**config.mk**
```make
export PLATFORM = sky130hd
export DESIGN_NAME = serial_cfg_regs
export DESIGN_NICKNAME = d
export VERILOG_FILES = /design/src/rtl/serial_cfg_pkg.sv /design/src/rtl/serial_cfg_ptr_seq.sv /design/src/rtl/serial_cfg_wreg_bank.sv /design/src/rtl/serial_cfg_status.sv /design/src/rtl/serial_cfg_regs.sv
export SDC_FILE = /design/constraint.sdc
export NUM_CORES = 1
export LEC_CHECK = 0
export BUFFER_PORTS_ARGS = -buffer_cell sky130_fd_sc_hd__buf_4
export CORE_AREA = 2 2 84 86
export DETAILED_ROUTE_END_ITERATION = 7
export DIE_AREA = 0 0 86 88
export PLACE_DENSITY = 0.75
export SKIP_CTS_REPAIR_TIMING = 1
export SLEW_MARGIN = 5
export SYNTH_ARGS = -nofsm -noshare
export SYNTH_HDL_FRONTEND = slang
export SYNTH_HIERARCHICAL = 1
export SYNTH_SLANG_ARGS = --single-unit
```
**constraint.sdc**
```tcl
create_clock -name clk -period 2.2 [get_ports clk]
set_input_delay 0.33 -clock clk [delete_from_list [all_inputs] [get_ports clk]]
set_output_delay 0.33 -clock clk [all_outputs]
set_load 0.005 [all_outputs]
```
**src/rtl/serial_cfg_pkg.sv**
```systemverilog
// Shared constants for the serial configuration register file.
// Assumes byte-wide registers; register indices and bit positions are
// the ones decoded by the neighbouring shifter logic.
package serial_cfg_pkg;

    localparam int BYTE_W = 8;

    // register indices
    localparam int REG_IEN = 1;
    localparam int REG_VEC = 2;
    localparam int REG_RX  = 3;
    localparam int REG_FMT = 4;
    localparam int REG_TX  = 5;

    // enable bits cleared by a channel reset
    localparam int RX_EN_BIT = 0;
    localparam int TX_EN_BIT = 3;

    // status bit positions
    localparam int ST_RXA = 0;
    localparam int ST_INT = 1;
    localparam int ST_TXE = 2;
    localparam int ST_CTS = 5;
    localparam int ST_BRK = 7;

    typedef enum logic [2:0] {
        CMD_NONE       = 3'd0,
        CMD_CHAN_RESET = 3'd3
    } cmd_e;

    // Bits of a register kept across a channel reset.
    function automatic logic [BYTE_W-1:0] keep_mask(input int idx);
        logic [BYTE_W-1:0] m;
        m = '1;
        if (idx == REG_RX) m[RX_EN_BIT] = 1'b0;
        if (idx == REG_TX) m[TX_EN_BIT] = 1'b0;
        return m;
    endfunction

endpackage

```
**src/rtl/serial_cfg_ptr_seq.sv**
```systemverilog
// Pointer sequencer: turns control-port writes into either a pointer
// load / command or a register write, and decodes the channel reset.
// Assumes ctl_wr wins over ctl_rd in the same cycle.
module serial_cfg_ptr_seq #(
    parameter int PTR_W = 3
) (
    input  logic             clk,
    input  logic             rst_n,
    input  logic             ctl_wr,
    input  logic             ctl_rd,
    input  logic [7:0]       wdata,
    output logic [PTR_W-1:0] ptr_q,
    output logic             reg_we,
    output logic             chan_reset
);
    import serial_cfg_pkg::*;

    logic ptr_zero;
    logic unused_wdata;

    // pointer-zero decode and command/write qualification
    always_comb begin
        ptr_zero     = (ptr_q == '0);
        reg_we       = ctl_wr && !ptr_zero;
        chan_reset   = ctl_wr && ptr_zero && (wdata[5:3] == CMD_CHAN_RESET);
        unused_wdata = ^wdata[7:6];
    end

    // pointer register: load on pointer write, clear after any other access
    always_ff @(posedge clk) begin
        if (!rst_n)          ptr_q <= '0;
        else if (chan_reset) ptr_q <= '0;
        else if (ctl_wr)     ptr_q <= ptr_zero ? wdata[PTR_W-1:0] : '0;
        else if (ctl_rd)     ptr_q <= '0;
    end

endmodule

```
**src/rtl/serial_cfg_wreg_bank.sv**
```systemverilog
// Write-register storage, one byte per pointer value. Entry 0 is not
// stored (it is the pointer/command register) and reads as zero.
// Assumes a channel reset and a register write never coincide (both
// need different pointer states).
module serial_cfg_wreg_bank #(
    parameter int PTR_W = 3
) (
    input  logic                   clk,
    input  logic                   rst_n,
    input  logic                   we,
    input  logic [PTR_W-1:0]       sel,
    input  logic [7:0]             wdata,
    input  logic                   chan_reset,
    output logic [(1<<PTR_W)-1:0][7:0] regs
);
    import serial_cfg_pkg::*;

    localparam int NREG = 1 << PTR_W;

    for (genvar i = 0; i < NREG; i++) begin : g_reg
        if (i == 0) begin : g_none
            assign regs[i] = '0;
        end else begin : g_byte
            localparam logic [7:0] KEEP = keep_mask(i);
            // one configuration byte: write, partial clear on channel reset
            always_ff @(posedge clk) begin
                if (!rst_n)                          regs[i] <= '0;
                else if (chan_reset)                 regs[i] <= regs[i] & KEEP;
                else if (we && sel == PTR_W'(i))     regs[i] <= wdata;
            end
        end
    end

endmodule

```
**src/rtl/serial_cfg_status.sv**
```systemverilog
// Data-path flags and status byte: receive/transmit buffers, their
// flags, CTS synchronizer and interrupt-pending logic.
// Assumes SYNC_STAGES >= 2 and rx_break already synchronous.
module serial_cfg_status #(
    parameter int SYNC_STAGES = 2
) (
    input  logic       clk,
    input  logic       rst_n,
    input  logic       chan_reset,
    input  logic       rx_en,
    input  logic       tx_en,
    input  logic [1:0] ien,
    input  logic       rx_push,
    input  logic [7:0] rx_char,
    input  logic       rx_break,
    input  logic       data_rd,
    input  logic       data_wr,
    input  logic [7:0] wdata,
    input  logic       tx_take,
    input  logic       cts_in,
    output logic [7:0] status,
    output logic [7:0] rx_hold,
    output logic [7:0] tx_hold,
    output logic       tx_empty,
    output logic       irq
);
    import serial_cfg_pkg::*;

    logic                   rx_avail;
    logic [SYNC_STAGES-1:0] cts_q;

    // receive buffer and available flag; a push beats a read
    always_ff @(posedge clk) begin
        if (!rst_n) begin
            rx_hold  <= '0;
            rx_avail <= 1'b0;
        end else if (chan_reset) begin
            rx_avail <= 1'b0;
        end else if (rx_push && rx_en) begin
            rx_hold  <= rx_char;
            rx_avail <= 1'b1;
        end else if (data_rd) begin
            rx_avail <= 1'b0;
        end
    end

    // transmit buffer and empty flag; a write beats a take
    always_ff @(posedge clk) begin
        if (!rst_n) begin
            tx_hold  <= '0;
            tx_empty <= 1'b1;
        end else if (chan_reset) begin
            tx_empty <= 1'b1;
        end else if (data_wr) begin
            tx_hold  <= wdata;
            tx_empty <= 1'b0;
        end else if (tx_take) begin
            tx_empty <= 1'b1;
        end
    end

    // CTS synchronizer shift chain
    always_ff @(posedge clk) begin
        if (!rst_n) cts_q <= '0;
        else        cts_q <= {cts_q[SYNC_STAGES-2:0], cts_in};
    end

    // interrupt pending and status byte assembly
    always_comb begin
        irq            = (ien[0] && rx_avail) || (ien[1] && tx_empty && tx_en);
        status         = '0;
        status[ST_RXA] = rx_avail;
        status[ST_INT] = irq;
        status[ST_TXE] = tx_empty;
        status[ST_CTS] = cts_q[SYNC_STAGES-1];
        status[ST_BRK] = rx_break;
    end

endmodule

```
**src/rtl/serial_cfg_regs.sv**
```systemverilog
// Top of the serial channel register file: pointer sequencer, register
// bank and status/data flags, plus field decode toward the shifter.
// Assumes PTR_W >= 3 so that all decoded registers are addressable.
module serial_cfg_regs #(
    parameter int PTR_W       = 3,
    parameter int SYNC_STAGES = 2
) (
    input  logic       clk,
    input  logic       rst_n,
    input  logic       ctl_wr,
    input  logic       ctl_rd,
    input  logic       data_wr,
    input  logic       data_rd,
    input  logic [7:0] wdata,
    output logic [7:0] ctl_rdata,
    output logic [7:0] data_rdata,
    input  logic       rx_push,
    input  logic [7:0] rx_char,
    input  logic       rx_break,
    input  logic       tx_take,
    output logic [7:0] tx_char,
    output logic       tx_full,
    input  logic       cts_in,
    output logic       rx_en,
    output logic [1:0] rx_bits,
    output logic       tx_en,
    output logic [1:0] tx_bits,
    output logic       par_en,
    output logic       par_even,
    output logic [1:0] stop_sel,
    output logic [1:0] clk_sel,
    output logic       irq,
    output logic [7:0] int_vec
);
    import serial_cfg_pkg::*;

    localparam int NREG = 1 << PTR_W;

    logic [PTR_W-1:0]     ptr_q;
    logic                 reg_we;
    logic                 chan_reset;
    logic [NREG-1:0][7:0] regs;
    logic                 tx_empty;
    logic                 unused_cfg;

    serial_cfg_ptr_seq #(.PTR_W(PTR_W)) u_ptr (
        .clk        (clk),
        .rst_n      (rst_n),
        .ctl_wr     (ctl_wr),
        .ctl_rd     (ctl_rd),
        .wdata      (wdata),
        .ptr_q      (ptr_q),
        .reg_we     (reg_we),
        .chan_reset (chan_reset)
    );

    serial_cfg_wreg_bank #(.PTR_W(PTR_W)) u_bank (
        .clk        (clk),
        .rst_n      (rst_n),
        .we         (reg_we),
        .sel        (ptr_q),
        .wdata      (wdata),
        .chan_reset (chan_reset),
        .regs       (regs)
    );

    serial_cfg_status #(.SYNC_STAGES(SYNC_STAGES)) u_stat (
        .clk        (clk),
        .rst_n      (rst_n),
        .chan_reset (chan_reset),
        .rx_en      (rx_en),
        .tx_en      (tx_en),
        .ien        (regs[REG_IEN][1:0]),
        .rx_push    (rx_push),
        .rx_char    (rx_char),
        .rx_break   (rx_break),
        .data_rd    (data_rd),
        .data_wr    (data_wr),
        .wdata      (wdata),
        .tx_take    (tx_take),
        .cts_in     (cts_in),
        .status     (ctl_rdata),
        .rx_hold    (data_rdata),
        .tx_hold    (tx_char),
        .tx_empty   (tx_empty),
        .irq        (irq)
    );

    // field decode toward the receiver and transmitter
    always_comb begin
        rx_en    = regs[REG_RX][RX_EN_BIT];
        rx_bits  = regs[REG_RX][7:6];
        tx_en    = regs[REG_TX][TX_EN_BIT];
        tx_bits  = regs[REG_TX][6:5];
        par_en   = regs[REG_FMT][0];
        par_even = regs[REG_FMT][1];
        stop_sel = regs[REG_FMT][3:2];
        clk_sel  = regs[REG_FMT][7:6];
        int_vec  = regs[REG_VEC];
        tx_full  = !tx_empty;
    end

    // fold of stored bits that no output decodes
    always_comb begin
        unused_cfg = ^{regs[0], regs[REG_IEN][7:2], regs[REG_RX][5:1],
                       regs[REG_FMT][5:4], regs[REG_TX][7], regs[REG_TX][4],
                       regs[REG_TX][2:0]};
        for (int i = REG_TX + 1; i < NREG; i++) unused_cfg = unused_cfg ^ (^regs[i]);
    end

endmodule

```
==> results.txt <==
* TritonRoute pass-1 iters: 4
- CTS tree: built
* GR Util met2: 0.190
- H-tree levels: 2
- Max-Cap Viols: 0
- Startpoint Class: register
* Gate count of the mapped netlist: about 200
* Synth Warn #: 6
* Net Switching: about 370 uW
* Switching Share: 0.229
- DRT antenna net count: 0
* CTS Root Cell: sky130_fd_sc_hd__clkbuf_8
- Cell leakage power: ~1.2 nW
* Num rows: 30
- In this run the most critical hold path is launched from data_wr.
* Hold Violations, Final: 0
- After synthesis the cells add up to around 1900 sq um.
* Crit Reg-Reg Startpoint: u_ptr/ptr_q[0]$_SDFFE_PP0P_
- Kind of path behind the tightest hold check: in2reg
- Maximum buffer depth of the clock tree: 2
- Routed wirelength normalized by instance count: between 10 and 15 um
* Antenna violations before repair: 0
- In the global route stage, met3 resource usage came out at 0.0264.
* Global-route usage over all layers: 0.117
- After clock tree synthesis, the clock-pin slew on the worst setup and hold paths is roughly 90 ps.
- For this block, the via count after detailed routing is approximately 1500.
* Worst path cell trace: or4b_4 > nor3_1 > nand3b_4 > or3_1 > mux2i_1
* Signed area change from the synthesized netlist to the final layout: 30.0%
* Clock tree skew after final layout: ~10 ps
* Busiest grt layer: met2
- Result of the run: finished, final reports clean
* Fraction of layout instances using a drive strength above 1: 0.337
* Non-filler cells in the finished layout: 335
- Among all stages on the critical path, the largest delay is contributed by sky130_fd_sc_hd__or4b_4.
- Across the VDD grid, the largest voltage drop is roughly 0.00041 V.
- Of the available clock period, the critical path in the final layout requires 0.900.
- Using the TritonRoute via totals, the vias-per-cell ratio works out to approximately 4.5.
* Number of buffers created by CTS: 5
- The routed design has between 4000 and 5000 um of wire.
- GP Congestion: around 0.78
* Maximum single-stage delay on the critical path: between 500 and 600 ps
* Number of cells on the worst hold path: 2
- Final-stage net count: 280
- In this run the worst path has a maximum fanout of 6.
- IO buf count: 66
- Of the total power, the clock network draws 0.385.
* Core region area: 6640 sq um
* GRT Residual Overflow: 0
* Slew headroom: 0.624
* Combinational power share: 0.099
- The critical path crosses 5 cells after its start point.
* Areal power density over the cells: around 650 nW/um^2
- After detailed routing, the number of remaining DRC violations is 0.
- Avg Cell Area, Syn: about 10 sq um
- STA classifies the critical path endpoint as a register.
- Data arrival time of the critical path: roughly 2200 ps
- Fill cell instance count of the final layout: 678
- Critical path's top delay family: simple AND/OR/NAND/NOR gates
* Sum Neg Setup Slack: 0 ps
- Logic depth of the worst register-to-register path: 5
* Storage element area: about 900 sq um
* Detailed router's first-iteration violation count: 76
- CP bufs+invs: 0
* Cell count after placement: 327
- Worst skew pair latency: around 300 ps
- The worst path in the final design needs a cycle of 1980 ps, including I/O delays and setup.
- Height of the die: between 80 and 90 um
* Hold Slack: between 200 and 250 ps
* Hold path endpoint: u_stat/tx_empty$_SDFFE_PP1P_
- For this configuration, the core starts out at a cell density of 0.291.
* Sequential group share of total power: 0.516
- Final-report setup violation count: 0
* Classification of the worst setup path: reg2reg
- CTS saw 45 sinks.
* HPWL Detailed: approximately 3200 um
* Top-level port count: 72
* Timing-limited maximum frequency: roughly 0.51 GHz
- The worst register-to-register path ends at u_bank/regs[33]$_SDFFE_PN0P_.
* X dimension of the die: approximately 86 um
* Maximum number of pins on one net before global-route repair: between 50 and 60
- The count of pins over their slew limit is 0.
- Antenna Diode Count: 0
- Reg-to-reg slack, setup: 220 ps
- The first global-routing pass estimated around 7000 um of wire.
- Required time of the critical path: 2440 ps
* Die Outline Area: ~7600 sq um
* Number of global-route vias before repair: about 1400
- Int Pwr: roughly 1.3 mW
- Setup repair after global routing missed its margin: no
- Combined area of the multi-input logic cells: between 800 and 900 sq um
- Routing usage on met1: 0.148
- Worst Tran Pin Value: roughly 560 ps
cell type report:
cell class / count / area share
sequential: 45 / 0.358
multi-input combinational: 130 / 0.342
timing repair buffer: 71 / 0.212
tap: 80 / 0.0398
clock buffer: 5 / 0.0274
clock inverter: 3 / 0.0184
inverter: 1 / 0.00149
stage by stage:
stage | utilization | setup slack [ps] | instance area (sq um) | power [mW]
global route | 0.378 | 86.3 | 2510 | 1.70
CTS | 0.378 | 216 | 2510 | 1.65
global placement | 0.361 | 240 | 2400 | 1.02
finish | 0.378 | 220 | 2510 | 1.63
floorplan | - | 153 | 1940 | 0.954
detailed placement | 0.361 | 169 | 2400 | 1.02
flip-flops by register name, summed over array words and instances, names as in the netlist:
register         count
u_stat/tx_hold       8
u_ptr/ptr_q          3
u_stat/tx_empty      1
u_stat/cts_q         2
u_stat/rx_avail      1
u_bank/regs         22
u_stat/rx_hold       8
layout by cell type (no fill, tap or decap):
| master | n |
|---|---|
| sky130_fd_sc_hd__buf_4 | 71 |
| sky130_fd_sc_hd__dfxtp_1 | 45 |
| sky130_fd_sc_hd__nand2_1 | 39 |
| sky130_fd_sc_hd__mux2i_1 | 30 |
| sky130_fd_sc_hd__nor2b_1 | 9 |
| sky130_fd_sc_hd__nand3_1 | 8 |
| sky130_fd_sc_hd__o21ai_1 | 8 |
| sky130_fd_sc_hd__nor2_1 | 7 |
| sky130_fd_sc_hd__clkbuf_8 | 5 |
| sky130_fd_sc_hd__a22oi_1 | 3 |
| sky130_fd_sc_hd__conb_1 | 3 |
| sky130_fd_sc_hd__nand3b_4 | 2 |
| sky130_fd_sc_hd__nor3b_1 | 2 |
| sky130_fd_sc_hd__nand3b_1 | 2 |
| sky130_fd_sc_hd__nand2b_1 | 2 |
| sky130_fd_sc_hd__nand4b_1 | 2 |
| sky130_fd_sc_hd__and2_1 | 2 |
| sky130_fd_sc_hd__inv_1 | 1 |
| sky130_fd_sc_hd__clkinv_4 | 1 |
| sky130_fd_sc_hd__bufinv_16 | 1 |
| sky130_fd_sc_hd__clkinvlp_4 | 1 |
| sky130_fd_sc_hd__or3_1 | 1 |
| sky130_fd_sc_hd__and2b_2 | 1 |
| sky130_fd_sc_hd__o31a_2 | 1 |
| sky130_fd_sc_hd__or4b_4 | 1 |
| sky130_fd_sc_hd__nor3_1 | 1 |
| sky130_fd_sc_hd__o31ai_4 | 1 |
| sky130_fd_sc_hd__nor4b_1 | 1 |
| sky130_fd_sc_hd__a32o_1 | 1 |
| sky130_fd_sc_hd__nor2b_2 | 1 |
| sky130_fd_sc_hd__a21boi_0 | 1 |
| sky130_fd_sc_hd__o21ai_0 | 1 |
routing by layer:
layer | part of all wire | vias to the layer above
li1 | - | 756
met1 | 0.44 | 707
met2 | 0.48 | 48
met3 | 0.054 | 6
met4 | 0.019 | 0
met5 | 0 | -
power groups by stage:
stage | registers, mW | clock network (mW) | logic, mW
detailed placement | 0.860 | 0 | 0.162
finish | 0.841 | 0.626 | 0.161
global route | 0.843 | 0.678 | 0.178
CTS | 0.841 | 0.650 | 0.162
floorplan | 0.864 | 0 | 0.0900
global placement | 0.859 | 0 | 0.159
worst max-delay path by stage:
stage,from,end,slack [ps]
3_5_place_dp,ctl_wr,u_bank/regs[33]$_SDFFE_PN0P_,170
6_report,u_ptr/ptr_q[0]$_SDFFE_PP0P_,u_bank/regs[33]$_SDFFE_PN0P_,220
4_1_cts,u_ptr/ptr_q[0]$_SDFFE_PP0P_,u_bank/regs[33]$_SDFFE_PN0P_,220
2_1_floorplan,u_ptr/ptr_q[0]$_SDFFE_PP0P_,u_bank/regs[32]$_SDFFE_PN0P_,150
5_1_grt,u_ptr/ptr_q[0]$_SDFFE_PP0P_,u_bank/regs[38]$_SDFFE_PN0P_,90
3_3_place_gp,ctl_wr,u_bank/regs[39]$_SDFFE_PN0P_,240
No activity file was read; power rests on OpenSTA's default activity.
